[config.mk]
export PLATFORM = sky130hd
export DESIGN_NAME = coef_loader
export DESIGN_NICKNAME = d
export VERILOG_FILES = /design/src/rtl/coef_ld_pkg.sv /design/src/rtl/coef_word_pair.sv /design/src/rtl/coef_csum.sv /design/src/rtl/coef_loader.sv
export SDC_FILE = /design/constraint.sdc
export NUM_CORES = 1
export LEC_CHECK = 0
export BUFFER_PORTS_ARGS = -buffer_cell sky130_fd_sc_hd__buf_2
export CORE_ASPECT_RATIO = 2
export CORE_MARGIN = 4
export CORE_UTILIZATION = 35
export DETAILED_ROUTE_END_ITERATION = 10
export GPL_TIMING_DRIVEN = 0
export PLACE_DENSITY = 0.52
export SLEW_MARGIN = 15
export SYNTH_ARGS = -nofsm -noshare
export SYNTH_HDL_FRONTEND = slang
export SYNTH_SLANG_ARGS = --single-unit
[constraint.sdc]
create_clock -name clk -period 1.9 [get_ports clk]
set_input_delay 0.285 -clock clk [delete_from_list [all_inputs] [get_ports clk]]
set_output_delay 0.285 -clock clk [all_outputs]
set_load 0.02 [all_outputs]
[src/rtl/coef_ld_pkg.sv]
package coef_ld_pkg;
    localparam int WORD_W = 16;
    localparam int MAG_W  = 26;
    localparam int COEF_W = MAG_W + 1;
    localparam int PAD_W  = 5;
    localparam int HI_MAG = MAG_W - WORD_W;   // magnitude bits in first word
    localparam int SIGN_B = HI_MAG;           // sign position in first word

    function automatic logic [COEF_W-1:0] sm_to_tc(input logic s,
                                                   input logic [MAG_W-1:0] m);
        logic [COEF_W-1:0] ext;
        ext = {1'b0, m};
        if (s && (m != '0))
            return ~ext + COEF_W'(1);
        return ext;
    endfunction
endpackage

[src/rtl/coef_word_pair.sv]
module coef_word_pair
    import coef_ld_pkg::*;
(
    input  logic              clk,
    input  logic              rst_n,
    input  logic              clr,
    input  logic              word_valid,
    input  logic [WORD_W-1:0] word,
    output logic              pair_valid,
    output logic [COEF_W-1:0] pair_coef,
    output logic              hdr_bad
);
    typedef struct packed {
        logic              phase;
        logic [WORD_W-1:0] hi;
    } pair_st_t;

    pair_st_t st_q, st_d;

    always_comb begin
        st_d       = st_q;
        pair_valid = 1'b0;
        pair_coef  = '0;
        hdr_bad    = 1'b0;
        if (clr) begin
            st_d = '0;
        end else if (word_valid) begin
            if (!st_q.phase) begin
                st_d.hi    = word;
                st_d.phase = 1'b1;
                hdr_bad    = |word[WORD_W-1 -: PAD_W];
            end else begin
                st_d.phase = 1'b0;
                pair_valid = 1'b1;
                pair_coef  = sm_to_tc(st_q.hi[SIGN_B],
                                      {st_q.hi[HI_MAG-1:0], word});
            end
        end
    end

    always_ff @(posedge clk or negedge rst_n) begin
        if (!rst_n) st_q <= '0;
        else        st_q <= st_d;
    end


    pair_alt_chk: assert property (@(posedge clk) disable iff (!rst_n)
        pair_valid |=> !pair_valid);


    hdr_first_only_chk: assert property (@(posedge clk) disable iff (!rst_n)
        hdr_bad |-> !pair_valid);
endmodule

[src/rtl/coef_csum.sv]
module coef_csum
    import coef_ld_pkg::*;
(
    input  logic              clk,
    input  logic              rst_n,
    input  logic              clr,
    input  logic              add_valid,
    input  logic [WORD_W-1:0] add_word,
    input  logic              cmp_valid,
    input  logic [WORD_W-1:0] cmp_word,
    input  logic              pass_valid,
    input  logic [WORD_W-1:0] pass_csum,
    output logic              csum_match,
    output logic              filter_ok
);
    typedef struct packed {
        logic [WORD_W-1:0] acc;
        logic [WORD_W-1:0] rx;
        logic              seen;
        logic              fok;
    } cs_st_t;

    cs_st_t st_q, st_d;

    always_comb begin
        st_d       = st_q;
        csum_match = cmp_valid && (cmp_word == st_q.acc);
        if (clr) begin
            st_d = '0;
        end else begin
            if (add_valid)
                st_d.acc = st_q.acc + add_word;
            if (cmp_valid) begin
                st_d.rx   = cmp_word;
                st_d.seen = 1'b1;
            end
            if (pass_valid && st_q.seen)
                st_d.fok = (pass_csum == st_q.rx);
        end
    end

    always_ff @(posedge clk or negedge rst_n) begin
        if (!rst_n) st_q <= '0;
        else        st_q <= st_d;
    end

    assign filter_ok = st_q.fok;


    fok_needs_csum_chk: assert property (@(posedge clk) disable iff (!rst_n)
        filter_ok |-> st_q.seen);
endmodule

[src/rtl/coef_loader.sv]
module coef_loader
    import coef_ld_pkg::*;
#(
    parameter int MAX_COEF = 96,
    localparam int ADDR_W  = $clog2(MAX_COEF),
    localparam int CNT_W   = $clog2(MAX_COEF + 1)
) (
    input  logic              clk,
    input  logic              rst_n,
    input  logic              dl_start,
    input  logic              wr_valid,
    input  logic              wr_is_csum,
    input  logic [15:0]       wr_data,
    input  logic              pass_valid,
    input  logic [15:0]       pass_csum,
    output logic              coef_we,
    output logic [ADDR_W-1:0] coef_addr,
    output logic [26:0]       coef_wdata,
    output logic              dl_ok,
    output logic              filter_ok,
    output logic              fmt_err,
    output logic              ovf,
    output logic              user_sel
);
    typedef struct packed {
        logic [CNT_W-1:0]  cnt;
        logic              we;
        logic [ADDR_W-1:0] addr;
        logic [COEF_W-1:0] wdata;
        logic              ok;
        logic              fe;
        logic              ov;
        logic              usr;
    } top_st_t;

    top_st_t st_q, st_d;

    logic              word_go, csum_go;
    logic              pair_valid, hdr_bad, csum_match;
    logic [COEF_W-1:0] pair_coef;

    assign word_go = wr_valid && !wr_is_csum && !dl_start;
    assign csum_go = wr_valid &&  wr_is_csum && !dl_start;

    coef_word_pair u_pair (
        .clk        (clk),
        .rst_n      (rst_n),
        .clr        (dl_start),
        .word_valid (word_go),
        .word       (wr_data),
        .pair_valid (pair_valid),
        .pair_coef  (pair_coef),
        .hdr_bad    (hdr_bad)
    );

    coef_csum u_csum (
        .clk        (clk),
        .rst_n      (rst_n),
        .clr        (dl_start),
        .add_valid  (word_go),
        .add_word   (wr_data),
        .cmp_valid  (csum_go),
        .cmp_word   (wr_data),
        .pass_valid (pass_valid),
        .pass_csum  (pass_csum),
        .csum_match (csum_match),
        .filter_ok  (filter_ok)
    );

    always_comb begin
        st_d    = st_q;
        st_d.we = 1'b0;
        if (dl_start) begin
            st_d = '0;
        end else begin
            if (hdr_bad) begin
                st_d.fe = 1'b1;
                st_d.ok = 1'b0;
            end
            if (pair_valid) begin
                if (st_q.cnt < CNT_W'(MAX_COEF)) begin
                    st_d.we    = 1'b1;
                    st_d.addr  = st_q.cnt[ADDR_W-1:0];
                    st_d.wdata = pair_coef;
                    st_d.cnt   = st_q.cnt + CNT_W'(1);
                end else begin
                    st_d.ov = 1'b1;
                    st_d.ok = 1'b0;
                end
            end
            if (csum_go) begin
                st_d.ok = csum_match && !st_q.fe && !st_q.ov;
                if (csum_match && !st_q.fe && !st_q.ov)
                    st_d.usr = 1'b1;
            end
        end
    end

    always_ff @(posedge clk or negedge rst_n) begin
        if (!rst_n) st_q <= '0;
        else        st_q <= st_d;
    end

    assign coef_we    = st_q.we;
    assign coef_addr  = st_q.addr;
    assign coef_wdata = st_q.wdata;
    assign dl_ok      = st_q.ok;
    assign fmt_err    = st_q.fe;
    assign ovf        = st_q.ov;
    assign user_sel   = st_q.usr;


    fmt_blocks_ok_chk: assert property (@(posedge clk) disable iff (!rst_n)
        fmt_err |-> !dl_ok);


    ovf_blocks_ok_chk: assert property (@(posedge clk) disable iff (!rst_n)
        ovf |-> !dl_ok);


    ovf_no_write_chk: assert property (@(posedge clk) disable iff (!rst_n)
        (ovf && !dl_start) |=> !coef_we);


    start_clears_chk: assert property (@(posedge clk) disable iff (!rst_n)
        dl_start |=> !(dl_ok || fmt_err || ovf || filter_ok || user_sel || coef_we));


    user_needs_ok_chk: assert property (@(posedge clk) disable iff (!rst_n)
        $rose(user_sel) |-> dl_ok);


    addr_range_chk: assert property (@(posedge clk) disable iff (!rst_n)
        coef_we |-> (int'(coef_addr) < MAX_COEF));
endmodule

==> flow_summary.yaml <==
detailed_routing:
  viasPerCell: 5.39
  routed_wirelength_um: 18600
  first_pass_iters: 4
  vias: 5046
  drc: 0
  wl_per_cell_um: 19.9
  ant_nets: 0
  drtIter0Drc: 230
yosys:
  synth_top_family_by_area: "compound AO/OA/AOI/OAI gates"
  seq_area_frac_synth_pct: 42.0
  synth_top_area_share_pct: 42.0
  ys.warnings.count: 0
  yosys.area_share.simple_pct: 17.2
  synth_fa_ha_area_share_pct: 4.25
  synth_top_cell_by_area: "dfrtp_1"
  synthMuxAreaShare_pct: 0.754
  synth_cells: 605
  synth.distinct_cells: 56
  syn_avg_cell_area_um2: 9.05
  synth-async-reset-ratio_pct: 100
  synth-main-ff-cell: "dfrtp_1"
  synth_area_leaders: "dfrtp_1 42%, a21oi_1 5.8%, nand2_1 5.6%"
  synth_nets: 661
  synth_area_um2: 5480
  synth-edff-count: 0
  ys_seq_elements: 92
  synth_compound_area_share_pct: 20.0
  synthXorXnorAreaFrac_pct: 7.83
finish:
  area_growth_pct: 37.4
  antenna_cells: 0
  drive_above_1_share_pct: 35.7
  nets: 790
timing:
  period_share_pct: 112
  fin_skew_ns: 0.00814
  max_slew_margin_pct: 50.2
  hold_viol_final: 0
  rsz0062_at_grt: "true"
  fin_ws_ns: -0.233
  fin_crit_ns: 2.13
  max_freq_mhz: 469
  setup_tns_ns: -1.95
  tightest_slew_ns: 0.747
  maxSlewViolCount: 0
  finalSetupViolations: 22
worst_setup_path:
  rrSetupSlack_ns: -0.23
  critPathLaunchType: "register"
  critPathSlowestCell: "dfrtp_1"
  critPathBufInv: 0
  crit_chain: "ha_4, fa_2, a21oi_2, o211a_1, nor3_2, a221oi_2, mux2i_1, nand2_1"
  arrival_ns: 2.36
  crit_family: "compound AO/OA/AOI/OAI gates"
  critPathMaxStageDelay_ns: 0.41
  end_kind: "register"
  path_max_fanout: 3
  required_ns: 2.13
  path_class: "reg2reg"
clocking:
  cts_tree: "yes"
  clock_latency_ns: 0.35
  cts.reportedPaths.clkPinSlew_ns: 0.07
  h-tree-depth: 3
  clockBufferDepth: 2
  cts_buffers: 9
  cts_root_buf: "clkbuf_16"
  cts_sinks: 92
floorplanning:
  die_area_um2: 17800
  die_y_um: 185
  placementRows: 64
  ioPinCount: 78
  initial_core_util_pct: 35.6
  die_x_um: 96.5
  fp.coreArea_um2: 15400
grt:
  overflow: 0
  grt_max_degree: 65
  grt_pass1_wl_um: 28500
  grt_antenna_before_repair: 0
  grt_pass1_vias: 5242
  track_usage_pct: 21.4
power_and_ir_drop:
  power_density_nw_per_um2: 698
  p_leak_nw: 3.30
  peakVddDrop_v: 0.000628
outcome:
  run_status: "finished with violations"
  violations: "negative setup slack"
run:
  maxCapViolCount: 0
worst_hold_path:
  min_path_type: "in2reg"
place:
  place.gp.congestion: 0.898
  dpl.hpwl_um: 13300
  io_buffers: 77
  pre_cts_ws_ns: -0.634
[layout by cell type, fill, tap and decap left out, drive strengths merged, types with 6 or more instances in the layout]
cell type    n
ha          17
inv         12
nand4       10
o21ai       31
buf        165
or4          6
and3         6
a21oi       64
dfrtp       92
nor4         6
nor3        13
nand2       83
xor2        24
o41ai        8
xnor2       25
a22o        16
nor2        48
a211oi      15
nand3        8
clkbuf      30
o31ai        6
[area by class of cell]
cell class	instances	area (um2)
Fill cell	1472	7850
Multi-Input combinational cell	435	3380
Sequential cell	92	2300
Timing Repair Buffer	120	803
Buffer	66	428
Tap cell	198	248
Clock buffer	10	229
Clock inverter	6	93.8
Inverter	10	37.5
[through the flow]
| stage | utilization [%] | power (mW) | hold WS [ns] | cells | instance area (um2) |
|---|---|---|---|---|---|
| finish | 48.9 | 5.26 | 0.209 | 937 | 7520 |
| global placement | 40.4 | 2.97 | 0.501 | 880 | 6210 |
| floorplan | - | 2.66 | -0.0106 | 605 | 5570 |
| CTS | 46.4 | 5.15 | 0.208 | 923 | 7130 |
| detailed placement | 40.6 | 2.99 | 0.179 | 881 | 6240 |
| global route | 48.9 | 5.47 | 0.220 | 937 | 7520 |
[what timing repair did]
item                                   in CTS  in global routing
gates resized for setup                    77                 56
hold buffers                                1                  0
pin swaps                                  54                 41
setup endpoints to repair                  42                 56
setup buffers                              27                 14
cloned                                      0                  0
endpoints found under the hold margin      28                  0
[cell families (layout without fill, tap and decap cells)]
kind of cell	Yosys count	in the layout
AND/OR/NAND/NOR	198	198
XOR/XNOR	49	49
multiplexers	4	4
AO/OA/AOI/OAI	166	166
adder cells (fa/ha/maj)	18	18
flip-flops	92	92
buffers and inverters	78	212
[worst paths after layout]
path / startpoint / endpoint / cells after the start
max: u_csum.st_q[18] / u_csum.st_q[30] / 8
min: wr_data[5] / u_pair.st_q[5] / 3
max reg2reg: u_csum.st_q[18] / u_csum.st_q[30] / 8
min reg2reg: u_csum.st_q[14] / u_csum.st_q[14] / 1
max in group asynchronous: rst_n / u_csum.st_q[21] / 3
min in group asynchronous: rst_n / u_pair.st_q[8] / 2
[registers in the layout (all words and copies together), names as in the netlist, 7 cells and up]
| name | cells |
|---|---|
| coef_addr | 7 |
| u_pair.st_q | 12 |
| st_q | 7 |
| u_csum.st_q | 33 |
| coef_wdata | 27 |
[power by group]
part	switching, mW	internal (mW)	leakage, nW	total [mW]
clock	0.835	1.17	0.154	2.00
sequential	0.0761	2.03	1.26	2.11
combinational	0.650	0.498	1.89	1.15
total	1.56	3.69	3.30	5.26
[synthesized netlist by cell type (2+ instances only)]
master,n
o41ai_1,4
nor2b_1,2
nand2b_1,4
clkbuf_1,23
a22o_1,16
or4_1,4
and3_1,6
a21oi_1,64
inv_1,10
dfrtp_1,92
nand2_1,82
o21ai_0,30
mux2i_1,3
or4_4,2
nand3_1,8
a21o_1,5
a311oi_1,3
or3_1,3
ha_1,17
buf_1,9
o31ai_1,5
o41ai_2,4
nor2_1,48
a31oi_1,4
o22ai_1,2
xnor2_1,25
xor2_1,24
nor4b_1,2
nand4_1,10
nor3_1,13
nor3b_1,2
a211oi_1,14
o211ai_1,4
buf_4,35
nor4_1,5
[worst min-delay path, cell delays in order]
cell and delay [ns]:
buf_6 0.13, nand2_1 0.06, a21oi_1 0.05
[per-layer routing]
layer | track usage, % | share of wire (%) | vias up
met3 | 3.66 | 3.9 | 58
li1 | - | - | 2395
met2 | 38.8 | 55 | 143
met5 | 0 | 0 | -
met4 | 12.1 | 5.3 | 0
met1 | 22.7 | 35 | 2450
Note: power is estimated with default switching activity, not from simulation.
